--- config.mk ---
export PLATFORM = sky130hd
export DESIGN_NAME = uart_frame_core
export DESIGN_NICKNAME = d
export VERILOG_FILES = /design/src/rtl/uart_frame_pkg.sv /design/src/rtl/rx_sync.sv /design/src/rtl/frame_parity.sv /design/src/rtl/frame_tx.sv /design/src/rtl/frame_rx.sv /design/src/rtl/uart_frame_core.sv
export SDC_FILE = /design/constraint.sdc
export NUM_CORES = 1
export LEC_CHECK = 0
export BUFFER_PORTS_ARGS = -buffer_cell sky130_fd_sc_hd__buf_2
export CORE_MARGIN = 3
export CORE_UTILIZATION = 40
export CTS_CLUSTER_DIAMETER = 200
export CTS_CLUSTER_SIZE = 28
export DETAILED_ROUTE_END_ITERATION = 7
export PLACE_DENSITY = 0.59
export RECOVER_POWER = 100
export SYNTH_ARGS = -nofsm -noshare
export SYNTH_HDL_FRONTEND = slang
export SYNTH_SLANG_ARGS = --single-unit
--- constraint.sdc ---
create_clock -name clk -period 2.3 [get_ports clk]
set_input_delay 0.345 -clock clk [delete_from_list [all_inputs] [get_ports clk]]
set_output_delay 0.345 -clock clk [all_outputs]
set_load 0.05 [all_outputs]
--- src/rtl/uart_frame_pkg.sv ---
package uart_frame_pkg;

    typedef enum logic [2:0] {
        TX_IDLE,
        TX_START,
        TX_DATA,
        TX_PAR,
        TX_STOP
    } tx_state_e;

    typedef enum logic [2:0] {
        RX_IDLE,
        RX_START,
        RX_DATA,
        RX_PAR,
        RX_STOP
    } rx_state_e;

    typedef struct packed {
        logic [7:0] data;
        logic       par_err;
        logic       frm_err;
    } rx_result_t;

    // Number of data bits for a word length code (5..8).
    function automatic logic [3:0] data_bits(input logic [1:0] wlen);
        return 4'd5 + {2'b00, wlen};
    endfunction

    // Mask of the data bits in use for a word length code.
    function automatic logic [7:0] word_mask(input logic [1:0] wlen);
        return 8'hFF >> (2'd3 - wlen);
    endfunction

endpackage

--- src/rtl/rx_sync.sv ---
module rx_sync #(
    parameter int STAGES = 2
) (
    input  logic clk,
    input  logic rst_n,
    input  logic din,
    output logic dout
);
    logic [STAGES-1:0] q;

    generate
        if (STAGES == 1) begin : g_single
            always_ff @(posedge clk or negedge rst_n) begin
                if (!rst_n) q <= '1;
                else        q <= din;
            end
        end else begin : g_chain
            always_ff @(posedge clk or negedge rst_n) begin
                if (!rst_n) q <= '1;
                else        q <= {q[STAGES-2:0], din};
            end
        end
    endgenerate

    assign dout = q[STAGES-1];
endmodule

--- src/rtl/frame_parity.sv ---
module frame_parity
    import uart_frame_pkg::*;
(
    input  logic [7:0] data,
    input  logic [1:0] wlen,
    input  logic       even_sel,
    input  logic       force_sel,
    output logic       pbit
);
    logic [7:0] used;

    assign used = data & word_mask(wlen);

    always_comb begin
        if (force_sel)     pbit = ~even_sel;   // stick: mark or space
        else if (even_sel) pbit = ^used;       // even total
        else               pbit = ~^used;      // odd total
    end
endmodule

--- src/rtl/frame_tx.sv ---
module frame_tx
    import uart_frame_pkg::*;
#(
    parameter int OSR = 16
) (
    input  logic       clk,
    input  logic       rst_n,
    input  logic       tick,
    input  logic [1:0] wlen,
    input  logic       stop2,
    input  logic       par_en,
    input  logic       par_even,
    input  logic       par_force,
    input  logic       brk,
    input  logic [7:0] tx_data,
    input  logic       tx_valid,
    output logic       tx_ready,
    output logic       txd
);
    localparam int CW = $clog2(OSR);
    localparam logic [CW-1:0] LAST_TICK = CW'(OSR - 1);

    tx_state_e  state, state_n;
    logic [CW-1:0] cnt;
    logic [2:0] bit_idx;
    logic       stop_idx;
    logic [7:0] shreg;
    logic       par_q;
    logic [1:0] wlen_q;
    logic       stop2_q;
    logic       paren_q;
    logic       pbit_now;
    logic       line;
    logic       accept;
    logic       bit_end;
    logic       last_data;
    logic [3:0] nbits;

    frame_parity u_par (
        .data      (tx_data),
        .wlen      (wlen),
        .even_sel  (par_even),
        .force_sel (par_force),
        .pbit      (pbit_now)
    );

    assign accept    = (state == TX_IDLE) && tx_valid;
    assign bit_end   = tick && (cnt == LAST_TICK);
    assign nbits     = data_bits(wlen_q);
    assign last_data = ({1'b0, bit_idx} == (nbits - 4'd1));
    assign tx_ready  = (state == TX_IDLE);

    // Next state
    always_comb begin
        state_n = state;
        unique case (state)
            TX_IDLE:  if (tx_valid) state_n = TX_START;
            TX_START: if (bit_end) state_n = TX_DATA;
            TX_DATA:  if (bit_end && last_data) state_n = paren_q ? TX_PAR : TX_STOP;
            TX_PAR:   if (bit_end) state_n = TX_STOP;
            TX_STOP:  if (bit_end && (stop_idx == stop2_q)) state_n = TX_IDLE;
            default:  state_n = TX_IDLE;
        endcase
    end

    // State register
    always_ff @(posedge clk or negedge rst_n) begin
        if (!rst_n) state <= TX_IDLE;
        else        state <= state_n;
    end

    // Bit timing and captured frame
    always_ff @(posedge clk or negedge rst_n) begin
        if (!rst_n) begin
            cnt      <= '0;
            bit_idx  <= '0;
            stop_idx <= 1'b0;
            shreg    <= '0;
            par_q    <= 1'b0;
            wlen_q   <= 2'b11;
            stop2_q  <= 1'b0;
            paren_q  <= 1'b0;
        end else begin
            if (state != state_n)        cnt <= '0;
            else if (tick)               cnt <= (cnt == LAST_TICK) ? '0 : cnt + 1'b1;

            if (state != TX_DATA)        bit_idx <= '0;
            else if (bit_end)            bit_idx <= bit_idx + 3'd1;

            if (state != TX_STOP)        stop_idx <= 1'b0;
            else if (bit_end)            stop_idx <= 1'b1;

            if (accept) begin
                shreg   <= tx_data;
                par_q   <= pbit_now;
                wlen_q  <= wlen;
                stop2_q <= stop2;
                paren_q <= par_en;
            end
        end
    end

    // Line level per state
    always_comb begin
        unique case (state)
            TX_IDLE:  line = 1'b1;
            TX_START: line = 1'b0;
            TX_DATA:  line = shreg[bit_idx];
            TX_PAR:   line = par_q;
            TX_STOP:  line = 1'b1;
            default:  line = 1'b1;
        endcase
    end

    // Registered output with break override
    always_ff @(posedge clk or negedge rst_n) begin
        if (!rst_n) txd <= 1'b1;
        else        txd <= brk ? 1'b0 : line;
    end

    AST_TX_BREAK_LOW: assert property (@(posedge clk) disable iff (!rst_n)
        brk |=> !txd);
    AST_TX_ACCEPT_BUSY: assert property (@(posedge clk) disable iff (!rst_n)
        (tx_valid && tx_ready) |=> !tx_ready);
    AST_TX_BIT_RANGE: assert property (@(posedge clk) disable iff (!rst_n)
        (state == TX_DATA) |-> ({1'b0, bit_idx} < nbits));
    AST_TX_START_LOW: assert property (@(posedge clk) disable iff (!rst_n)
        (state == TX_START && !brk && $past(state == TX_START)) |=> !txd);
endmodule

--- src/rtl/frame_rx.sv ---
module frame_rx
    import uart_frame_pkg::*;
#(
    parameter int OSR = 16
) (
    input  logic       clk,
    input  logic       rst_n,
    input  logic       tick,
    input  logic       rxs,
    input  logic [1:0] wlen,
    input  logic       par_en,
    input  logic       par_even,
    input  logic       par_force,
    output logic [7:0] rx_data,
    output logic       rx_valid,
    output logic       rx_par_err,
    output logic       rx_frm_err
);
    localparam int CW = $clog2(OSR);
    localparam logic [CW-1:0] LAST_TICK = CW'(OSR - 1);
    localparam logic [CW-1:0] MID_TICK  = CW'(OSR / 2 - 1);

    rx_state_e  state, state_n;
    logic [CW-1:0] cnt;
    logic [2:0] bit_idx;
    logic [7:0] sreg;
    logic       par_bit;
    logic       exp_pbit;
    logic       bit_end;
    logic       last_data;
    rx_result_t res;
    logic       valid_q;

    frame_parity u_chk (
        .data      (sreg),
        .wlen      (wlen),
        .even_sel  (par_even),
        .force_sel (par_force),
        .pbit      (exp_pbit)
    );

    assign bit_end   = tick && (cnt == LAST_TICK);
    assign last_data = ({1'b0, bit_idx} == (data_bits(wlen) - 4'd1));

    // Next state
    always_comb begin
        state_n = state;
        unique case (state)
            RX_IDLE:  if (tick && !rxs) state_n = RX_START;
            RX_START: if (tick && (cnt == MID_TICK)) state_n = rxs ? RX_IDLE : RX_DATA;
            RX_DATA:  if (bit_end && last_data) state_n = par_en ? RX_PAR : RX_STOP;
            RX_PAR:   if (bit_end) state_n = RX_STOP;
            RX_STOP:  if (bit_end) state_n = RX_IDLE;
            default:  state_n = RX_IDLE;
        endcase
    end

    // State register
    always_ff @(posedge clk or negedge rst_n) begin
        if (!rst_n) state <= RX_IDLE;
        else        state <= state_n;
    end

    // Sampling datapath
    always_ff @(posedge clk or negedge rst_n) begin
        if (!rst_n) begin
            cnt     <= '0;
            bit_idx <= '0;
            sreg    <= '0;
            par_bit <= 1'b0;
        end else begin
            if (state != state_n)   cnt <= '0;
            else if (tick)          cnt <= (cnt == LAST_TICK) ? '0 : cnt + 1'b1;

            if (state != RX_DATA)   bit_idx <= '0;
            else if (bit_end)       bit_idx <= bit_idx + 3'd1;

            if (state == RX_START)                 sreg <= '0;
            else if (state == RX_DATA && bit_end)  sreg[bit_idx] <= rxs;

            if (state == RX_PAR && bit_end) par_bit <= rxs;
        end
    end

    // Outputs: result register and valid pulse
    always_ff @(posedge clk or negedge rst_n) begin
        if (!rst_n) begin
            res     <= '0;
            valid_q <= 1'b0;
        end else begin
            valid_q <= 1'b0;
            if (state == RX_STOP && bit_end) begin
                valid_q     <= 1'b1;
                res.data    <= sreg;
                res.par_err <= par_en && (par_bit != exp_pbit);
                res.frm_err <= !rxs;
            end
        end
    end

    assign rx_data    = res.data;
    assign rx_par_err = res.par_err;
    assign rx_frm_err = res.frm_err;
    assign rx_valid   = valid_q;

    AST_RX_ONE_PULSE: assert property (@(posedge clk) disable iff (!rst_n)
        rx_valid |=> !rx_valid);
    AST_RX_NO_PAR_ERR: assert property (@(posedge clk) disable iff (!rst_n)
        (rx_valid && !$past(par_en)) |-> !rx_par_err);
    AST_RX_UPPER_ZERO: assert property (@(posedge clk) disable iff (!rst_n)
        rx_valid |-> ((rx_data & ~word_mask($past(wlen))) == 8'h00));
    AST_RX_FALSE_START: assert property (@(posedge clk) disable iff (!rst_n)
        (state == RX_START && tick && cnt == MID_TICK && rxs) |=> (state == RX_IDLE));
endmodule

--- src/rtl/uart_frame_core.sv ---
module uart_frame_core #(
    parameter int OSR        = 16,
    parameter int SYNC_DEPTH = 2
) (
    input  logic       clk,
    input  logic       rst_n,
    input  logic       baud_tick,
    input  logic [1:0] cfg_word_len,
    input  logic       cfg_two_stop,
    input  logic       cfg_parity_en,
    input  logic       cfg_parity_even,
    input  logic       cfg_parity_force,
    input  logic       cfg_break,
    input  logic [7:0] tx_data,
    input  logic       tx_valid,
    output logic       tx_ready,
    output logic       txd,
    input  logic       rxd,
    output logic [7:0] rx_data,
    output logic       rx_valid,
    output logic       rx_parity_err,
    output logic       rx_frame_err
);
    logic rx_sampled;

    rx_sync #(.STAGES(SYNC_DEPTH)) u_sync (
        .clk   (clk),
        .rst_n (rst_n),
        .din   (rxd),
        .dout  (rx_sampled)
    );

    frame_tx #(.OSR(OSR)) u_tx (
        .clk       (clk),
        .rst_n     (rst_n),
        .tick      (baud_tick),
        .wlen      (cfg_word_len),
        .stop2     (cfg_two_stop),
        .par_en    (cfg_parity_en),
        .par_even  (cfg_parity_even),
        .par_force (cfg_parity_force),
        .brk       (cfg_break),
        .tx_data   (tx_data),
        .tx_valid  (tx_valid),
        .tx_ready  (tx_ready),
        .txd       (txd)
    );

    frame_rx #(.OSR(OSR)) u_rx (
        .clk        (clk),
        .rst_n      (rst_n),
        .tick       (baud_tick),
        .rxs        (rx_sampled),
        .wlen       (cfg_word_len),
        .par_en     (cfg_parity_en),
        .par_even   (cfg_parity_even),
        .par_force  (cfg_parity_force),
        .rx_data    (rx_data),
        .rx_valid   (rx_valid),
        .rx_par_err (rx_parity_err),
        .rx_frm_err (rx_frame_err)
    );

    AST_IDLE_HIGH: assert property (@(posedge clk) disable iff (!rst_n)
        (tx_ready && !cfg_break && $past(tx_ready) && !$past(cfg_break)) |-> txd);
endmodule

==> flow_summary.json, run 1 <==
{
  "slew_headroom_pct": 44.92,
  "fin_crit_ns": 2.074,
  "cts_buffer_depth": 2,
  "wl_per_cell_um": 13.57,
  "status": "finished, final reports clean",
  "crit_path_cell_trace": "ha_1 > nand4_1 > or3_4 > nor3b_2 > mux2i_1 > nor2_1",
  "area_growth_pct": 12.46,
  "startpoint_type": "flop",
  "drt_wl_total_um": 6064,
  "drtAntennaViolNets": 0,
  "p_per_area_mw_per_mm2": 862.2,
  "synthCells": 313,
  "clock_latency_ns": 0.33,
  "grt_antenna_before_repair": 0,
  "p_leak_nw": 1.560,
  "synth_nets": 337,
  "cp.required_ns": 2.49,
  "nNetsFinal": 367,
  "cts.sinks": 57,
  "fmax_mhz": 482.3,
  "cts_root_buf": "clkbuf_8",
  "worst_pin_slew_ns": 0.8262,
  "dp_hpwl_um": 4267,
  "totalPowerFinal_w": 0.002930,
  "ff2ff_setup_slack_ns": 0.23,
  "postCtsSetupBuffers": 0,
  "critPathBufInv": 0,
  "synth_area_mm2": 0.003022,
  "seq_power_share_pct": 49.3,
  "fin_setup_tns_ns": 0,
  "drt_iter0_drc": 71,
  "fin_area_mm2": 0.003398,
  "syn_avg_cell_area_um2": 9.654,
  "hp-class": "input pin to flop",
  "rr_endpoint": "u_rx.sreg[2]$_DFFE_PN0P_",
  "layout_common_cells": "nand2_1, dfrtp_1, nor2_1",
  "preCtsSetupSlack_ns": 0.2592,
  "crit_arrival_ns": 2.27,
  "nFillCells": 739,
  "p_int_w": 0.001930,
  "h-tree-depth": 3,
  "cap_viol_max_count": 0,
  "rsz0062_at_grt": "no",
  "ys.warnings.count": 0,
  "synth_cell_types": 47,
  "tritoncts": "built",
  "p_switching_w": 0.0009997,
  "fp.dieArea_mm2": 0.008633,
  "multi_input_area_mm2": 0.001476,
  "grt_max_degree": 44,
  "clkTransAtPathRegs_ns": 0.06,
  "combPwrFrac_pct": 24.7,
  "critical_path_class": "flop to flop",
  "max-vdd-ir-drop_v": 0.0004105,
  "finish.utilization_pct": 46.60,
  "first_global_vias": 2251,
  "gp_congestion": 0.7836,
  "worstSetupEndpointType": "flop",
  "max_stage_delay_ns": 0.50,
  "vias": 2287,
  "numCtsBuffers": 9,
  "row_count": 31,
  "coreArea_mm2": 0.007292,
  "overflow": 0,
  "crit_path_top_delay_cell": "or3_4",
  "clkPwrFrac_pct": 25.9,
  "fin_worst_skew_ns": 0.005786,
  "setup_ws_ns": 0.2264,
  "cts_resized": 0,
  "drive_gt1_share_pct": 15.80,
  "drtPass1Iterations": 4,
  "hold_start": "rxd",
  "grt_pass1_wl_um": 10390,
  "grt_use_total_pct": 15.18,
  "slew_violations": 0,
  "finalSetupViolations": 0,
  "period_share_pct": 90.16,
  "n_antenna_cell": 0,
  "die_h_um": 92.92,
  "regArea_mm2": 0.001433,
  "drc_errors": 0,
  "synthArstFlopShare_pct": 100.0,
  "ys_seq_area_share_pct": 47.41,
  "synth_edf_count": 0,
  "start_util_pct": 41.44,
  "dominantRegCellSynth": "dfrtp_1",
  "fp.dieW_um": 92.92,
  "io_pins": 33,
  "cp_max_fo": 7,
  "final_common_cell": "nand2_1",
  "switching_share_pct": 34.12,
  "r2r_start": "u_rx.cnt[0]$_DFFE_PN0P_",
  "holdPathEnd": "u_sync.q[0]$_DFF_PN1_",
  "r2r_cells": 6,
  "numPortBuffers": 32,
  "vias_per_cell": 5.116,
  "synth-seq-cells": 57,
  "holdPathStages": 1,
  "crit_family": "simple AND/OR/NAND/NOR gates",
  "hold_viol": 0,
  "placed_area_mm2": 0.003271
}
-- worst max path at each step --
stage / startpoint / end / cells past startpoint
3_3_place_gp: u_rx.cnt[0]$_DFFE_PN0P_ / u_rx.sreg[2]$_DFFE_PN0P_ / 6
3_5_place_dp: u_rx.cnt[0]$_DFFE_PN0P_ / u_rx.sreg[2]$_DFFE_PN0P_ / 6
2_1_floorplan: u_tx.state[2]$_DFF_PN0_ / u_tx.shreg[2]$_DFFE_PN0P_ / 6
4_1_cts: u_rx.cnt[0]$_DFFE_PN0P_ / u_rx.sreg[0]$_DFFE_PN0P_ / 6
6_report: u_rx.cnt[0]$_DFFE_PN0P_ / u_rx.sreg[2]$_DFFE_PN0P_ / 6
5_1_grt: u_rx.cnt[0]$_DFFE_PN0P_ / u_rx.sreg[5]$_DFFE_PN0P_ / 6
-- state kept, by name, indices dropped and copies added (netlist names), 2 cells and up --
register      count
u_tx.state        3
u_tx.bit_idx      3
u_tx.wlen_q       2
u_tx.shreg        8
u_rx.bit_idx      3
u_rx.cnt          4
u_sync.q          2
u_rx.rx_data      8
u_rx.sreg         8
u_tx.cnt          4
u_rx.state        3
-- cells in the mapped netlist (3+ instances only) --
master	number	share of area (%)
nand4_1	4	0.83
dfstp_2	5	4.3
mux2i_1	10	3.3
ha_1	4	1.7
mux2_2	9	3.4
nor2_1	27	3.4
inv_1	8	0.99
xor2_1	9	2.6
o31ai_1	5	1.2
dfrtp_1	52	43
nor3_1	5	0.83
xnor2_1	12	3.5
nand3b_1	4	0.99
nand3_1	7	1.2
or3_1	4	0.83
nor3b_1	3	0.75
a21oi_1	18	3.0
clkbuf_1	10	1.2
nand2b_1	5	1.0
nand2_1	60	7.5
buf_2	6	0.99
o21ai_0	7	1.2
a311oi_1	3	0.87
nor4_1	5	1.0
-- what timing repair did --
action	4_1_cts	5_1_grt
hold buffers	1	0
endpoints found under the setup margin	0	0
hold endpoints to repair	13	0
-- logic make-up after synthesis --
family	count (synthesis)	synth area share (%)
AND/OR/NAND/NOR	136	21.61
AO/OA/AOI/OAI	46	9.856
multiplexers	21	8.157
buffers and inverters	26	3.727
adder cells (fa/ha/maj)	4	1.656
XOR/XNOR	23	7.578
flip-flops	57	47.41
-- routing by layer --
metal	global-route usage [%]	vias up	share of wire (%)
met1	19.24	1099	45
met3	5.768	6	5.6
met4	3.663	0	0.59
li1	-	1141	-
met5	0	-	0
met2	24.54	41	49
-- power by group through the flow --
stage / logic [W] / registers, W / clock network (W)
CTS: 0.000746 / 0.00145 / 0.000794
global route: 0.000844 / 0.00148 / 0.000838
global placement: 0.000721 / 0.00145 / 0
detailed placement: 0.000742 / 0.00146 / 0
finish: 0.000724 / 0.00145 / 0.000760
floorplan: 0.000627 / 0.00137 / 0
-- area by class of cell --
cell class	instances	area share (%)
clock buffers	12	3.976
clock inverters	4	0.5891
inverters	8	0.8837
multi-input cells	230	43.45
flip-flops and latches	57	42.16
well taps	99	3.645
repair buffers	37	5.302
-- per-stage QoR --
| stage | hold WS [ns] | instances |
|---|---|---|
| after floorplan | 0.04941 | 313 |
| after global placement | 0.2889 | 430 |
| after detailed placement | 0.2845 | 430 |
| after CTS | 0.09144 | 447 |
| after global routing | 0.09216 | 447 |
| final | 0.1127 | 447 |
Power figures use the tool's default switching activity.
==> inputs of run 2 (changes only) <==
--- a/config.mk
+++ b/config.mk
@@ -8,9 +8,11 @@
 export BUFFER_PORTS_ARGS = -buffer_cell sky130_fd_sc_hd__buf_2
 export CORE_MARGIN = 3
 export CORE_UTILIZATION = 40
+export CTS_BUF_LIST = sky130_fd_sc_hd__clkbuf_16
 export CTS_CLUSTER_DIAMETER = 200
 export CTS_CLUSTER_SIZE = 28
 export DETAILED_ROUTE_END_ITERATION = 7
+export HOLD_SLACK_MARGIN = 0.05
 export PLACE_DENSITY = 0.59
 export RECOVER_POWER = 100
 export SYNTH_ARGS = -nofsm -noshare
==> flow_summary.json, run 2 (synthesized netlist as in run 1, its figures left out) <==
{
  "status": "finished, final reports clean",
  "grt_use_total_pct": 15.22,
  "gp_congestion": 0.7836,
  "clock_latency_ns": 0.32,
  "grt_pass1_wl_um": 10420,
  "worstSetupEndpointType": "flop",
  "nNetsFinal": 367,
  "critical_path_class": "flop to flop",
  "tritoncts": "built",
  "cts_root_buf": "clkbuf_16",
  "fmax_mhz": 461.6,
  "fin_area_mm2": 0.003498,
  "drc_errors": 0,
  "final_common_cell": "nand2_1",
  "numPortBuffers": 32,
  "numCtsBuffers": 9,
  "rr_endpoint": "u_rx.rx_data[5]$_DFFE_PN0P_",
  "hold_viol": 0,
  "drive_gt1_share_pct": 15.52,
  "nFillCells": 723,
  "die_h_um": 92.92,
  "fp.dieArea_mm2": 0.008633,
  "start_util_pct": 41.44,
  "cp_max_fo": 11,
  "area_growth_pct": 15.78,
  "n_antenna_cell": 0,
  "h-tree-depth": 3,
  "coreArea_mm2": 0.007292,
  "row_count": 31,
  "cp.required_ns": 2.50,
  "crit_arrival_ns": 2.36,
  "overflow": 0,
  "cap_viol_max_count": 0,
  "drtAntennaViolNets": 0,
  "grt_max_degree": 44,
  "grt_antenna_before_repair": 0,
  "placed_area_mm2": 0.003271,
  "ff2ff_setup_slack_ns": 0.13,
  "hp-class": "input pin to flop",
  "max-vdd-ir-drop_v": 0.0004225,
  "io_pins": 33,
  "slew_headroom_pct": 44.56,
  "slew_violations": 0,
  "vias_per_cell": 5.179,
  "hold_start": "rxd",
  "p_leak_nw": 1.616,
  "drt_iter0_drc": 74,
  "drtPass1Iterations": 4,
  "fin_worst_skew_ns": 0.004300,
  "drt_wl_total_um": 6070,
  "period_share_pct": 94.18,
  "fin_crit_ns": 2.166,
  "cts_resized": 0,
  "dp_hpwl_um": 4267,
  "layout_common_cells": "nand2_1, dfrtp_1, nor2_1",
  "holdPathStages": 1,
  "clkTransAtPathRegs_ns": 0.05,
  "r2r_start": "u_rx.cnt[0]$_DFFE_PN0P_",
  "p_per_area_mw_per_mm2": 944.2,
  "vias": 2315,
  "r2r_cells": 5,
  "fp.dieW_um": 92.92,
  "first_global_vias": 2251,
  "cts_buffer_depth": 2,
  "startpoint_type": "flop",
  "fin_setup_tns_ns": 0,
  "cts.sinks": 57,
  "holdPathEnd": "u_sync.q[0]$_DFF_PN1_",
  "wl_per_cell_um": 13.58,
  "worst_pin_slew_ns": 0.8316,
  "finalSetupViolations": 0,
  "rsz0062_at_grt": "no"
}
[run 2: cell count changes in the layout (fill, tap and decap cells not counted), sizes merged]
cell / before / now
clkbuf: 28 / 25
inv: 8 / 11
[run 2: power breakdown]
part / switching (W) / leakage (nW) / internal, W / total [W]
logic: 0.000412 / 0.731 / 0.000315 / 0.000727
registers: 0.000212 / 0.742 / 0.00123 / 0.00145
clock network: 0.000425 / 0.143 / 0.000706 / 0.00113
total: 0.00105 / 1.62 / 0.00225 / 0.00330
[run 2: cell type report]
| type | count | area, µm² | area share [%] |
|---|---|---|---|
| clock buffers | 9 | 225.2 | 6.438 |
| well taps | 99 | 123.9 | 3.541 |
| flip-flops and latches | 57 | 1433 | 40.95 |
| inverters | 8 | 30.03 | 0.8584 |
| repair buffers | 37 | 178.9 | 5.114 |
| multi-input cells | 230 | 1476 | 42.20 |
| clock inverters | 7 | 31.28 | 0.8941 |
[run 2: worst max-delay path, cell delays in order (launching register included)]
cell,delay [ns]
dfrtp_1,0.41
ha_1,0.28
and4_1,0.26
nand3_1,0.16
clkbuf_1,0.53
mux2_2,0.41
[run 2: metrics by stage]
step / power, W / instances / utilization (%) / setup WS (ns) / hold slack (ns)
2_1_floorplan: 0.001995 / 313 / - / 0.3179 / 0.04941
3_3_place_gp: 0.002175 / 430 / 44.85 / 0.3256 / 0.2889
3_5_place_dp: 0.002202 / 430 / 44.85 / 0.2592 / 0.2845
4_1_cts: 0.003358 / 447 / 48.51 / 0.2303 / 0.1177
5_1_grt: 0.003536 / 447 / 47.98 / 0.01239 / 0.1193
6_report: 0.003303 / 447 / 47.98 / 0.1339 / 0.1281
[run 2: routing by layer]
layer	up-vias	wire length [µm]	global-route usage [%]
met5	-	0	0
li1	1144	-	-
met2	57	2965	24.54
met3	15	300	4.305
met1	1099	2709	19.50
met4	0	95	5.495
[run 2: repair_timing]
action	CTS	global route
hold endpoints to repair	13	0
hold buffers	1	0
setup buffers	0	0
[run 2: how the worst max path moves through the flow]
stage / to / from / slack [ns]
3_3_place_gp: u_rx.sreg[2]$_DFFE_PN0P_ / u_rx.cnt[0]$_DFFE_PN0P_ / 0.33
4_1_cts: u_rx.sreg[0]$_DFFE_PN0P_ / u_rx.cnt[0]$_DFFE_PN0P_ / 0.23
5_1_grt: u_rx.sreg[5]$_DFFE_PN0P_ / u_rx.cnt[0]$_DFFE_PN0P_ / 0.01
3_5_place_dp: u_rx.sreg[2]$_DFFE_PN0P_ / u_rx.cnt[0]$_DFFE_PN0P_ / 0.26
6_report: u_rx.rx_data[5]$_DFFE_PN0P_ / u_rx.cnt[0]$_DFFE_PN0P_ / 0.13
2_1_floorplan: u_tx.shreg[2]$_DFFE_PN0P_ / u_tx.state[2]$_DFF_PN0_ / 0.32
